$ cat src/rtl/uirq_pkg.sv
package uirq_pkg;
  localparam int EN_W   = 4;
  localparam int CODE_W = 4;
  localparam int ID_W   = 8;

  // indices of the sticky flags
  localparam int SF_LINE  = 0;
  localparam int SF_TXE   = 1;
  localparam int SF_MODEM = 2;
  localparam int SF_N     = 3;

  // identification codes, bits [3:0]
  localparam logic [CODE_W-1:0] ID_LINE  = 4'b0110;
  localparam logic [CODE_W-1:0] ID_TMO   = 4'b1100;
  localparam logic [CODE_W-1:0] ID_RXD   = 4'b0100;
  localparam logic [CODE_W-1:0] ID_TXE   = 4'b0010;
  localparam logic [CODE_W-1:0] ID_MODEM = 4'b0000;
  localparam logic [CODE_W-1:0] ID_NONE  = 4'b0001;
endpackage

$ cat src/rtl/uirq_sticky.sv
module uirq_sticky #(
  parameter int N = 3
) (
  input  logic         clk,
  input  logic         rst_n,
  input  logic [N-1:0] set_i,
  input  logic [N-1:0] clr_i,
  output logic [N-1:0] pend_o
);
  for (genvar i = 0; i < N; i++) begin : g_flag
    logic q;
    always_ff @(posedge clk or negedge rst_n) begin
      if (!rst_n)        q <= 1'b0;
      else if (set_i[i]) q <= 1'b1;   // a new event wins over a clear
      else if (clr_i[i]) q <= 1'b0;
    end
    assign pend_o[i] = q;
  end
endmodule

$ cat src/rtl/uirq_prio.sv
module uirq_prio
  import uirq_pkg::*;
(
  input  logic              line_i,
  input  logic              tmo_i,
  input  logic              rxd_i,
  input  logic              txe_i,
  input  logic              modem_i,
  output logic [CODE_W-1:0] code_o,
  output logic              any_o
);
  always_comb begin
    if (line_i)       code_o = ID_LINE;
    else if (tmo_i)   code_o = ID_TMO;
    else if (rxd_i)   code_o = ID_RXD;
    else if (txe_i)   code_o = ID_TXE;
    else if (modem_i) code_o = ID_MODEM;
    else              code_o = ID_NONE;
  end
  assign any_o = line_i | tmo_i | rxd_i | txe_i | modem_i;
endmodule

$ cat src/rtl/uirq_snap.sv
module uirq_snap #(
  parameter int W = 8
) (
  input  logic         clk,
  input  logic         rst_n,
  input  logic         rd_i,
  input  logic [W-1:0] live_i,
  output logic         rd_start_o,
  output logic [W-1:0] view_o
);
  logic         rd_q;
  logic [W-1:0] held_q;

  assign rd_start_o = rd_i & ~rd_q;

  always_ff @(posedge clk or negedge rst_n) begin
    if (!rst_n) begin
      rd_q   <= 1'b0;
      held_q <= '0;
    end else begin
      rd_q <= rd_i;
      if (rd_start_o) held_q <= live_i;
    end
  end

  assign view_o = (rd_i && rd_q) ? held_q : live_i;
endmodule

$ cat src/rtl/uirq_top.sv
module uirq_top
  import uirq_pkg::*;
(
  input  logic            clk,
  input  logic            rst_n,
  input  logic [EN_W-1:0] ien,
  input  logic            fifo_en,
  input  logic            lsr_err,
  input  logic            rx_ready,
  input  logic            rx_tmo,
  input  logic            thr_empty,
  input  logic            msr_delta,
  input  logic            rd_iir,
  input  logic            rd_lsr,
  input  logic            rd_msr,
  input  logic            wr_thr,
  output logic [ID_W-1:0] iir,
  output logic            irq
);
  logic [SF_N-1:0]   sf_set, sf_clr, sf_pend;
  logic [CODE_W-1:0] code;
  logic [ID_W-1:0]   live_id;
  logic              rd_start;
  logic              thr_q;

  // edge detect on holding-register empty; reset high so no edge fires at start-up
  always_ff @(posedge clk or negedge rst_n) begin
    if (!rst_n) thr_q <= 1'b1;
    else        thr_q <= thr_empty;
  end

  always_comb begin
    sf_set           = '0;
    sf_clr           = '0;
    sf_set[SF_LINE]  = lsr_err;
    sf_clr[SF_LINE]  = rd_lsr;
    sf_set[SF_MODEM] = msr_delta;
    sf_clr[SF_MODEM] = rd_msr;
    sf_set[SF_TXE]   = thr_empty & ~thr_q;
    sf_clr[SF_TXE]   = wr_thr | (rd_start & (code == ID_TXE));
  end

  uirq_sticky #(.N(SF_N)) u_sticky (
    .clk   (clk),
    .rst_n (rst_n),
    .set_i (sf_set),
    .clr_i (sf_clr),
    .pend_o(sf_pend)
  );

  uirq_prio u_prio (
    .line_i (sf_pend[SF_LINE]  & ien[2]),
    .tmo_i  (rx_tmo & fifo_en  & ien[0]),
    .rxd_i  (rx_ready          & ien[0]),
    .txe_i  (sf_pend[SF_TXE]   & ien[1]),
    .modem_i(sf_pend[SF_MODEM] & ien[3]),
    .code_o (code),
    .any_o  (irq)
  );

  assign live_id = {fifo_en, fifo_en, 2'b00, code};

  uirq_snap #(.W(ID_W)) u_snap (
    .clk       (clk),
    .rst_n     (rst_n),
    .rd_i      (rd_iir),
    .live_i    (live_id),
    .rd_start_o(rd_start),
    .view_o    (iir)
  );
endmodule

$ cat config.mk
export PLATFORM = sky130hd
export DESIGN_NAME = uirq_top
export DESIGN_NICKNAME = d
export VERILOG_FILES = /design/src/rtl/uirq_pkg.sv /design/src/rtl/uirq_sticky.sv /design/src/rtl/uirq_prio.sv /design/src/rtl/uirq_snap.sv /design/src/rtl/uirq_top.sv
export SDC_FILE = /design/constraint.sdc
export NUM_CORES = 1
export LEC_CHECK = 0
export BUFFER_PORTS_ARGS = -buffer_cell sky130_fd_sc_hd__buf_2
export CAP_MARGIN = 20
export CORE_AREA = 2 2 39 41
export DETAILED_ROUTE_END_ITERATION = 16
export DIE_AREA = 0 0 41 43
export GPL_TIMING_DRIVEN = 0
export PLACE_DENSITY_LB_ADDON = 0.3
export SLEW_MARGIN = 10
export SYNTH_ARGS = -nofsm -noshare
export SYNTH_HDL_FRONTEND = slang
export SYNTH_SLANG_ARGS = --single-unit
$ cat constraint.sdc
create_clock -name clk -period 1.7 [get_ports clk]
set_input_delay 0.17 -clock clk [delete_from_list [all_inputs] [get_ports clk]]
set_output_delay 0.17 -clock clk [all_outputs]
set_load 0.005 [all_outputs]
== Word level (Yosys, flattened, before mapping) ==
Index checks and enable logic that the tools add are counted.

* ROM bits: 0
* Output and inout port bits: 9
* Memories: 0
* Bits in writable memories: 0
* Input bits: 16
* Latch bits: 0
* Bits in registers: 10

* Order comparisons: 0
* Reduce and logical (&&, ||, !) cells: 4
* Muxes and demuxes: 12
* Equal/unequal tests: 1
* Divide/modulo/power cells: 0
* Bitwise operators: 16
* Shift operators: 0
* $add $sub $neg: 0
* Multipliers: 0

{| class="wikitable"
|+ Operators by type and width
! kind !! count
|-
| 4-bit 2-to-1 mux || 4
|-
| 1-bit bitwise AND || 9
|-
| 8-bit 2-to-1 mux || 1
|-
| 1-bit 2-to-1 mux || 7
|-
| 2-bit nonzero test || 3
|-
| 1-bit OR || 5
|-
| 4-bit by 2-bit == test with 1-bit output (second input constant) || 1
|-
| 1-bit inverter || 2
|-
| 1-bit logical AND || 1
|}

== Logic depth before layout (Yosys ltp) ==
* Depth after elaboration: 11
* Depth in mapped cells: 5
* Mapped depth without buffers: 3

== By module ==
A second synthesis with hierarchy kept.

* Cell total of the unflattened synthesis: 56
* Area, all modules: 732.0 um^2

{| class="wikitable"
|+ Modules (own cells, without submodules)
! module !! area each (um^2) !! cells each !! times used !! seq. area each (um^2)
|-
| uirq_snap || 466.7 || 28 || 1 || 225.2
|-
| uirq_sticky || 131.4 || 12 || 1 || 75.1
|-
| uirq_top || 90.1 || 10 || 1 || 26.3
|-
| uirq_prio || 43.8 || 6 || 1 || 0.0
|}

== Worst setup path before layout ==
OpenSTA, ideal clock, no wires.

* Path kind: flip-flop to output port
* From: reg u_snap.rd_q
* To: out iir[7]
* Path buffers: 2
* Setup slack: 0.572 ns
* Required time: 1.530 ns
* Data arrival time: 0.958 ns
* Cell stages (with the launch flop): 6
* Cell sequence: dfrtp_1 -> and2_2 -> clkbuf_1 -> nand2_1 -> nand2_1 -> buf_4

* Longest elaborated chain between the ends: 2

{| class="wikitable"
|+ Ends and longest elaborated chain
! item !! line !! text
|-
| start, declared || uirq_snap.sv:11 || <nowiki>logic rd_q;</nowiki>
|-
| start signal, assigned || uirq_snap.sv:21 || <nowiki>rd_q <= rd_i;</nowiki>
|-
| 1-bit logical AND || uirq_snap.sv:26 || <nowiki>assign view_o = (rd_i && rd_q) ? held_q : live_i;</nowiki>
|-
| 8-bit 2-to-1 mux || uirq_snap.sv:26 ||
|-
| end, declared || uirq_top.sv:17 || <nowiki>output logic [ID_W-1:0] iir,</nowiki>
|}

Every way passes these cells.

== Final worst setup path ==
Same ends and word-level chain as after synthesis.

==> flow_summary.yaml <==
sta:
  hold_slack_ps: 28.3
  hold_viol: 0
  finalSetupViolCount: 0
  period_needed_ps: 1560
  finClkSkew_ps: 9.51
  report.final.slew_viol_count: 0
  max_freq_mhz: 641
  min_period_over_period_pct: 91.8
  tns_ps: 0
  rsz0062_at_grt: "no"
die:
  die_area_um2: 1760
  core_um2: 1380
  top_level_ports: 25
  rows: 14
  initial_core_util_pct: 37.3
  die_w_um: 41
  fp.dieH_um: 43
yosys:
  syn_avg_cell_area_um2: 9.04
  synth_cell_types: 24
  yosys.cell_count.top_type: "nand2_1"
  yosys_warnings: 0
  synthCells: 57
  synth_edf_count: 0
  synth_top_area_cell: "dfrtp_1"
  synth_common_cells: "nand2_1, dfrtp_1, inv_1, o21ai_0"
  yosysSeqAreaShare_pct: 48.8
  synthFlopType: "dfrtp_1"
  async_flop_share_pct: 100
  yosys-top-cells-area: "dfrtp_1, nand2_1, dfstp_2"
  synth_top_area_share_pct: 43.7
  syn-cell-area_um2: 515
  synth-seq-cells: 10
clocking:
  cts_root_buf: "clkbuf_4"
  clk_latency_ps: 260
  cts_buffer_depth: 2
  postCtsSetupBuffers: 0
  ctsHoldBuffers: 1
  clock_sinks: 10
  htree_num_levels: 1
  clk_pin_slew_ps: 70
  cts_tree: "yes"
  cts-resized-gates: 0
  cts_buffers: 3
worst_setup_path:
  critPathCaptureType: "output pin"
  crit_fanout: 7
  crit_required_ps: 1530
  startpoint_type: "register"
  crit_arrival_ps: 1390
  crit_type: "register to output pin"
place:
  gp_congestion: 0.683
  dp_hpwl_um: 810
  placed_area_um2: 649
  port_buffers: 22
route:
  drc_errors: 0
  drt-pass1-iter-count: 2
  via_count: 450
  drt_iter0_drc: 11
  ant_nets: 0
  wire_per_inst_um: 9.61
  wl_um: 971
  vias_per_cell: 4.46
cells_and_area:
  area_growth_pct: 33.0
  nFillCells: 149
  diodes: 0
  drive_above_1_share_pct: 37.6
  nets: 102
  fin_util_pct: 49.5
  fin_area_um2: 686
grt:
  antenna_found_initial: 0
  grt_usage_pct: 12.8
  grt_pass1_wl_um: 1480
  grt_pass1_vias: 404
  grt_start_max_net_pins: 11
  grt-ovfl-total: 0
min_path:
  hold_class: "input port to register"
pwr:
  power_uw: 549
  ir_drop_mv: 0.400
  power_density_nw_per_um2: 801
  leakagePower_nw: 0.368
job:
  maxCapViolCount: 0
status:
  status: "finished, final reports clean"
[state kept, by name, summed over array words and instances, names as in the netlist]
register,flops
thr_q,1
u_snap.held_q,5
u_sticky.g_flag.q,3
u_snap.rd_q,1
[layout make-up]
class                   count  area [µm²]  area share [%]
plain buffers               5        37.5            5.47
clock buffers               4        26.3            3.83
flip-flops and latches     10         251            36.7
multi-input cells          39         215            31.4
well taps                  16        20.0            2.92
inverters                   4        15.0            2.19
repair buffers             23         120            17.5
[cells in the final DEF (no fill, tap or decap)]
cell and instances:
nand2b_1 2, buf_2 22, a32o_1 1, a41oi_1 1, o21ai_0 4, nand3_1 1, buf_4 3, o21ai_1 3
and3b_1 1, conb_1 2, clkbuf_4 3, clkbuf_1 2, a21o_1 2, nand2_1 13, a21oi_1 1, buf_6 1
inv_1 4, dfstp_2 1, nand4_1 2, a22oi_1 1, dfrtp_1 9, and3_1 1, and2_1 1, nor2_1 1
dlygate4sd3_1 1, and2_2 1, mux2_4 1
[metrics by stage]
stage                     std cells  setup WS (ps)
after global routing            101           37.3
after floorplan                  58            572
after global placement           96            420
after CTS                       101            119
after detailed placement         96            416
final                           101            139
[power breakdown]
group | total (mW) | switching, mW | internal (mW)
clock | 0.167 | 0.0764 | 0.0903
sequential | 0.274 | 0.0127 | 0.262
combinational | 0.108 | 0.0495 | 0.0588
total | 0.549 | 0.139 | 0.411
[logic make-up (layout without fill, tap and decap cells)]
family / after synthesis / count (layout) / synth area share, %
and+or+nand+nor: 23 / 23 / 21.6
muxes: 1 / 1 / 2.91
DFF: 10 / 10 / 48.8
other: 1 / 2 / 0.727
AOI/OAI and AO/OA: 13 / 13 / 15.8
buffers and inverters: 9 / 36 / 10.2
[final timing paths]
path                       slack (ps)            startpoint  cells past startpoint              endpoint
setup / recovery                  140           u_snap.rd_q                      6                iir[7]
hold / removal                     30             thr_empty                      1                 thr_q
setup reg to reg                  600           u_snap.rd_q                      3  u_sticky.g_flag[1].q
hold reg to reg                   480  u_sticky.g_flag[2].q                      1  u_sticky.g_flag[2].q
max in group asynchronous        1130                 rst_n                      2                 thr_q
min in group asynchronous         300                 rst_n                      2  u_sticky.g_flag[0].q
[layer usage]
layer	vias up	share of wire (%)	track usage, %
li1	244	-	-
met1	188	47	16.7
met2	18	45	18.1
met3	0	8.1	4.71
met4	0	0	6.00
met5	-	0	0
[critical path: stages, from the launching register on]
cell	delay, ps
dfrtp_1	390
and2_2	190
clkbuf_1	160
nand2_1	100
nand2_1	60
buf_4	120
buf_2	110
(Power assumes the default switching activity.)
